## src/rtl/irqx_pkg.sv

```systemverilog
package irqx_pkg;

  localparam int REG_W  = 16;
  localparam int ADDR_W = 3;

  localparam logic [ADDR_W-1:0] A_ID0  = 3'd0;
  localparam logic [ADDR_W-1:0] A_ID1  = 3'd1;
  localparam logic [ADDR_W-1:0] A_ID2  = 3'd2;
  localparam logic [ADDR_W-1:0] A_VER  = 3'd3;
  localparam logic [ADDR_W-1:0] A_STAT = 3'd4;
  localparam logic [ADDR_W-1:0] A_MASK = 3'd5;
  localparam logic [ADDR_W-1:0] A_CLR  = 3'd6;

  localparam logic [REG_W-1:0] ID_WORD0 = 16'hAAAA;
  localparam logic [REG_W-1:0] ID_WORD1 = 16'h5555;
  localparam logic [REG_W-1:0] ID_WORD2 = 16'hCAFE;

  typedef enum logic [1:0] {
    BUS_IDLE,
    BUS_READ,
    BUS_WRITE
  } bus_op_e;

  // clear dominates; otherwise a new edge sets, else hold
  function automatic logic [REG_W-1:0] status_next(
      input logic [REG_W-1:0] cur,
      input logic [REG_W-1:0] set,
      input logic [REG_W-1:0] clr);
    return (cur | set) & ~clr;
  endfunction

  function automatic logic any_pending(
      input logic [REG_W-1:0] stat,
      input logic [REG_W-1:0] msk);
    return |(stat & ~msk);
  endfunction

  function automatic logic [REG_W-1:0] read_word(
      input logic [ADDR_W-1:0] adr,
      input logic [REG_W-1:0]  stat,
      input logic [REG_W-1:0]  msk,
      input logic [REG_W-1:0]  clr,
      input logic [REG_W-1:0]  ver);
    logic [REG_W-1:0] w;
    unique case (adr)
      A_ID0:   w = ID_WORD0;
      A_ID1:   w = ID_WORD1;
      A_ID2:   w = ID_WORD2;
      A_VER:   w = ver;
      A_STAT:  w = stat;
      A_MASK:  w = msk;
      A_CLR:   w = clr;
      default: w = '0;
    endcase
    return w;
  endfunction

endpackage

```

## src/rtl/irqx_sync.sv

```systemverilog
module irqx_sync #(
  parameter int W      = 16,
  parameter int STAGES = 2
) (
  input  logic         clk,
  input  logic         rst_n,
  input  logic [W-1:0] async_i,
  output logic [W-1:0] rise_o
);

  logic [W-1:0] chain_q [STAGES];
  logic [W-1:0] prev_q;

  generate
    for (genvar s = 0; s < STAGES; s++) begin : g_stage
      if (s == 0) begin : g_first
        always_ff @(posedge clk or negedge rst_n) begin
          if (!rst_n) chain_q[0] <= '0;
          else        chain_q[0] <= async_i;
        end
      end else begin : g_next
        always_ff @(posedge clk or negedge rst_n) begin
          if (!rst_n) chain_q[s] <= '0;
          else        chain_q[s] <= chain_q[s-1];
        end
      end
    end
  endgenerate

  always_ff @(posedge clk or negedge rst_n) begin
    if (!rst_n) prev_q <= '0;
    else        prev_q <= chain_q[STAGES-1];
  end

  assign rise_o = chain_q[STAGES-1] & ~prev_q;

endmodule

```

## src/rtl/irqx_status.sv

```systemverilog
module irqx_status
  import irqx_pkg::*;
#(
  parameter int W = 16
) (
  input  logic         clk,
  input  logic         rst_n,
  input  logic [W-1:0] set_i,
  input  logic [W-1:0] clr_i,
  output logic [W-1:0] status_o
);

  logic [W-1:0] status_q;

  always_ff @(posedge clk or negedge rst_n) begin
    if (!rst_n) status_q <= '0;
    else        status_q <= W'(status_next(REG_W'(status_q), REG_W'(set_i), REG_W'(clr_i)));
  end

  assign status_o = status_q;

endmodule

```

## src/rtl/irqx_regfile.sv

```systemverilog
module irqx_regfile
  import irqx_pkg::*;
#(
  parameter logic [REG_W-1:0] VERSION = 16'h0102
) (
  input  logic              clk,
  input  logic              rst_n,
  input  logic              cs_i,
  input  logic              we_i,
  input  logic [ADDR_W-1:0] addr_i,
  input  logic [REG_W-1:0]  wdata_i,
  input  logic [REG_W-1:0]  status_i,
  output logic [REG_W-1:0]  mask_o,
  output logic [REG_W-1:0]  clr_o,
  output logic [REG_W-1:0]  rdata_o
);

  bus_op_e          op;
  logic [REG_W-1:0] mask_q;
  logic [REG_W-1:0] clr_q;
  logic [REG_W-1:0] rdata_q;

  always_comb begin
    if (!cs_i)      op = BUS_IDLE;
    else if (we_i)  op = BUS_WRITE;
    else            op = BUS_READ;
  end

  always_ff @(posedge clk or negedge rst_n) begin
    if (!rst_n) begin
      mask_q <= '1;
      clr_q  <= '0;
    end else if (op == BUS_WRITE) begin
      if (addr_i == A_MASK) mask_q <= wdata_i;
      if (addr_i == A_CLR)  clr_q  <= wdata_i;
    end
  end

  always_ff @(posedge clk or negedge rst_n) begin
    if (!rst_n)               rdata_q <= '0;
    else if (op == BUS_READ)  rdata_q <= read_word(addr_i, status_i, mask_q, clr_q, VERSION);
  end

  assign mask_o  = mask_q;
  assign clr_o   = clr_q;
  assign rdata_o = rdata_q;

endmodule

```

## src/rtl/irq_expander_regs.sv

```systemverilog
module irq_expander_regs
  import irqx_pkg::*;
#(
  parameter int               NUM_SRC     = 16,
  parameter int               SYNC_STAGES = 2,
  parameter logic [REG_W-1:0] VERSION     = 16'h0102
) (
  input  logic              clk,
  input  logic              rst_n,
  input  logic [15:0]       src_i,
  input  logic              cs_i,
  input  logic              we_i,
  input  logic [ADDR_W-1:0] addr_i,
  input  logic [REG_W-1:0]  wdata_i,
  output logic [REG_W-1:0]  rdata_o,
  output logic              irq_n_o
);

  // named internal events, observed by the bound checker
  logic [NUM_SRC-1:0] rise_w;
  logic [NUM_SRC-1:0] status_w;
  logic [REG_W-1:0]   mask_w;
  logic [REG_W-1:0]   clr_w;
  logic               pending_w;

  irqx_sync #(.W(NUM_SRC), .STAGES(SYNC_STAGES)) u_sync (
    .clk     (clk),
    .rst_n   (rst_n),
    .async_i (src_i[NUM_SRC-1:0]),
    .rise_o  (rise_w)
  );

  irqx_status #(.W(NUM_SRC)) u_status (
    .clk      (clk),
    .rst_n    (rst_n),
    .set_i    (rise_w),
    .clr_i    (clr_w[NUM_SRC-1:0]),
    .status_o (status_w)
  );

  irqx_regfile #(.VERSION(VERSION)) u_regs (
    .clk      (clk),
    .rst_n    (rst_n),
    .cs_i     (cs_i),
    .we_i     (we_i),
    .addr_i   (addr_i),
    .wdata_i  (wdata_i),
    .status_i (REG_W'(status_w)),
    .mask_o   (mask_w),
    .clr_o    (clr_w),
    .rdata_o  (rdata_o)
  );

  assign pending_w = any_pending(REG_W'(status_w), mask_w);
  assign irq_n_o   = ~pending_w;

endmodule

```

## config.mk

```make
export PLATFORM = sky130hd
export DESIGN_NAME = irq_expander_regs
export DESIGN_NICKNAME = d
export VERILOG_FILES = /design/src/rtl/irqx_pkg.sv /design/src/rtl/irqx_sync.sv /design/src/rtl/irqx_status.sv /design/src/rtl/irqx_regfile.sv /design/src/rtl/irq_expander_regs.sv
export SDC_FILE = /design/constraint.sdc
export NUM_CORES = 1
export LEC_CHECK = 0
export BUFFER_PORTS_ARGS = -buffer_cell sky130_fd_sc_hd__buf_4
export CORE_MARGIN = 2
export CORE_UTILIZATION = 45
export DETAILED_ROUTE_END_ITERATION = 6
export PLACE_DENSITY = 0.77
export SYNTH_ARGS = -nofsm -noshare
export SYNTH_HDL_FRONTEND = slang
export SYNTH_HIERARCHICAL = 1
export SYNTH_SLANG_ARGS = --single-unit
```

## constraint.sdc

```tcl
create_clock -name clk -period 1.15 [get_ports clk]
set_input_delay 0.23 -clock clk [delete_from_list [all_inputs] [get_ports clk]]
set_output_delay 0.23 -clock clk [all_outputs]
set_load 0.01 [all_outputs]
```

==> run metrics <==
initial antenna violation count=0; Fillers=725; Cell Area, Synth=approximately 4400 um^2; Die Y=103 um; type of origin of the critical path=flip-flop; Final Power=around 10000 uW; initial core utilization=a little under half; Tmin final=about 1900 ps; drt pass-1 iters=4; #FFs+latches synth=around 110; Yosys warnings=6; Max transition margin=between 70 and 80%; floorplan row count=36; routed length on met1=4020 um; Met2 Wirelength=about 4800 um; Yosys cell types=31; clk_skew=slightly below 6 ps; total track usage=a little under a fifth; CTS clk-pin slew, worst paths=approximately 100 ps; commonest non-fill, non-tap cells in the layout=96 x dfrtp_1, 94 x buf_4, 23 x buf_6, 20 x mux2_2, 17 x dlygate4sd3_1; CTS Buffer Depth=2; total number of vias=2873; die area=about 11000 um^2; Post-synth ARST share=100%; Switching Share=26.2%; clk sinks=between 100 and 150; Core Box Area=approximately 9600 um^2; commonest non-fill, non-tap cell in the layout=dfrtp_1; Cell Pwr Density=between 1500 and 2000 nW/um^2; Detailed Place HPWL=between 6000 and 7000 um; Iter 0 DRT Violations=101; multi-input logic area=~1600 um^2; ant diodes=0; CTS tree=built; failing checks=setup timing; Top Ports=56; NetSw=about 2600 uW; drt wl/cell=roughly 17 um; routability congestion estimate=0.851; post-synthesis sequential area ratio=between 60% and 70%; Setup WS pre-CTS=-358 ps; Antenna Nets Post-Route=0; drt total wl=roughly 9600 um; Synth Flop Type=dfrtp_1; Crit Path Class=flip-flop to primary output; worst skew pair latency=approximately 370 ps; Cells after Synth=approximately 300; min-delay worst type=input pin to flip-flop; Pleak=about 0.0029 uW; Comb pwr share=a little under a quarter; WP data arrival=1680 ps; Peak Freq=0.522 GHz; VDD IR-drop max=~0.001 V; final layout net count=473; Post-synth EDFFs=0; P_int=around 7400 uW; area grow syn2layout=38.0%; largest net degree at the start of global routing=47; Die X=approximately 100 um; total grt overflow=0; Top Layer Used=met4; proportion of layout cells with a drive suffix above 1=between 50 and 60%; Sequential cell area=between 2000 and 3000 um^2; DRC=0; final worst slack=-765 ps; met3 WL=roughly 600 um; Critical Path Fanout Max=2; H-tree levels=3; Area after DPL=approximately 5400 um^2; worst slew pin tran=~340 ps; count of input and output buffers=between 50 and 60; vias per cell=5.02; cell at the root of the clock tree=clkbuf_8; RSZ-0062 raised after global routing=true; Design Area, Final=about 6000 um^2; fin crit share=167%; status=finished with violations; Net Count, Synth=338; CP required=920 ps; CP endpoint kind=primary output; Final setup viols=8; vias in the first global route=between 2000 and 3000; global-route wire length before repair=around 15000 um; clock share of power=25.8%; post-synthesis area per instance=~15 um^2; total CTS buffers=9; max_cap viols=0; Slew Viols, Final=0; sequential power share=between 50% and 60%; Hold Violations, Final=0
[layer usage]
layer	up-vias	GRT usage, %
li1	1326	-
met1	1444	25.9
met2	88	30.2
met3	15	5.22
met4	0	6.67
met5	-	0
[path summary, 6_finish.rpt]
check | from | to | slack [ps] | depth (start not counted)
min reg2reg | u_sync/chain_q[17]$_DFF_PN0_ | u_sync/chain_q[1]$_DFF_PN0_ | 360 | 0
max | u_regs/mask_o[8]$_DFFE_PN1P_ | irq_n_o | -760 | 4
min in group asynchronous | rst_n | u_sync/chain_q[23]$_DFF_PN0_ | 230 | 2
max in group asynchronous | rst_n | u_regs/mask_o[0]$_DFFE_PN1P_ | 370 | 3
max reg2reg | u_regs/mask_o[14]$_DFFE_PN1P_ | u_regs/rdata_o[14]$_DFFE_PN0N_ | -100 | 4
min | wdata_i[8] | u_regs/clr_o[8]$_DFFE_PN0P_ | 90 | 2
[cell usage after synthesis, types with 2 or more instances]
library cell	n	share of area, %
nor2_1	3	0.26
a32oi_1	6	1.2
clkbuf_1	9	0.77
nor2b_4	16	5.0
inv_1	6	0.51
dfstp_2	16	9.6
nand3_1	2	0.23
nand2_1	15	1.3
a221o_1	4	0.91
o21ba_1	16	3.7
o21ai_0	19	2.2
a21oi_1	8	0.91
dfrtp_1	96	55
nand2b_1	16	2.3
o2111ai_1	4	0.80
o22ai_1	5	0.71
buf_6	2	0.51
mux2i_1	4	0.91
mux2_2	22	5.7
a22o_1	10	2.0
mux2_4	10	3.4
[cell type report]
cell class / instances / area share [%]
sequential: 112 / 46.7
multi-input combinational: 166 / 26.2
timing repair buffer: 138 / 20.1
tap: 133 / 2.75
clock buffer: 9 / 2.05
clock inverter: 7 / 1.68
inverter: 7 / 0.517
[timing repair]
| item | CTS | global route |
|---|---|---|
| endpoints found under the setup margin | 24 | 30 |
| gates resized for setup | 32 | 26 |
| cloned | 0 | 0 |
| buffers inserted | 6 | 5 |
| pin swaps | 8 | 17 |
| hold buffers | 17 | 0 |
| endpoints found under the hold margin | 113 | 0 |
[state kept, by name, summed over array words and instances (netlist names)]
register and cells:
u_regs/mask_o 16, u_regs/clr_o 16, u_regs/rdata_o 16, u_sync/chain_q 32, u_status/status_o 16, u_sync/prev_q 16
[power groups by stage]
| stage | combinational [uW] | clock, uW | sequential (uW) |
|---|---|---|---|
| 3_3_place_gp | 1910 | 0 | 4990 |
| 5_1_grt | 2550 | 2800 | 5090 |
| 3_5_place_dp | 1970 | 0 | 5020 |
| 4_1_cts | 2210 | 2640 | 4990 |
| 2_1_floorplan | 908 | 0 | 5010 |
| 6_report | 2380 | 2580 | 5030 |
[worst max-delay path, cell delays in order (launching register included)]
cell and delay (ps):
dfstp_2 540, nand2b_1 120, o2111ai_2 130, nor4_2 340
buf_4 180
[stage by stage]
stage	cells	util (%)	TNS [ps]	hold slack [ps]
after floorplan	299	-	-6330	-65.6
after global placement	530	56.0	-10400	97.1
after detailed placement	530	56.0	-11820	104
after CTS	569	61.7	-1070	77.7
after global routing	572	63.0	-1860	70.2
final	572	63.0	-1130	91.4
[logic make-up (layout without fill, tap and decap cells)]
| logic type | Yosys count | count (layout) | synth area share (%) |
|---|---|---|---|
| buf+inv | 21 | 161 | 2.66 |
| compound gates | 74 | 74 | 12.7 |
| flops | 112 | 112 | 64.4 |
| simple gates | 56 | 56 | 10.3 |
| mux | 36 | 36 | 9.99 |
No activity file was read; power rests on OpenSTA's default activity.
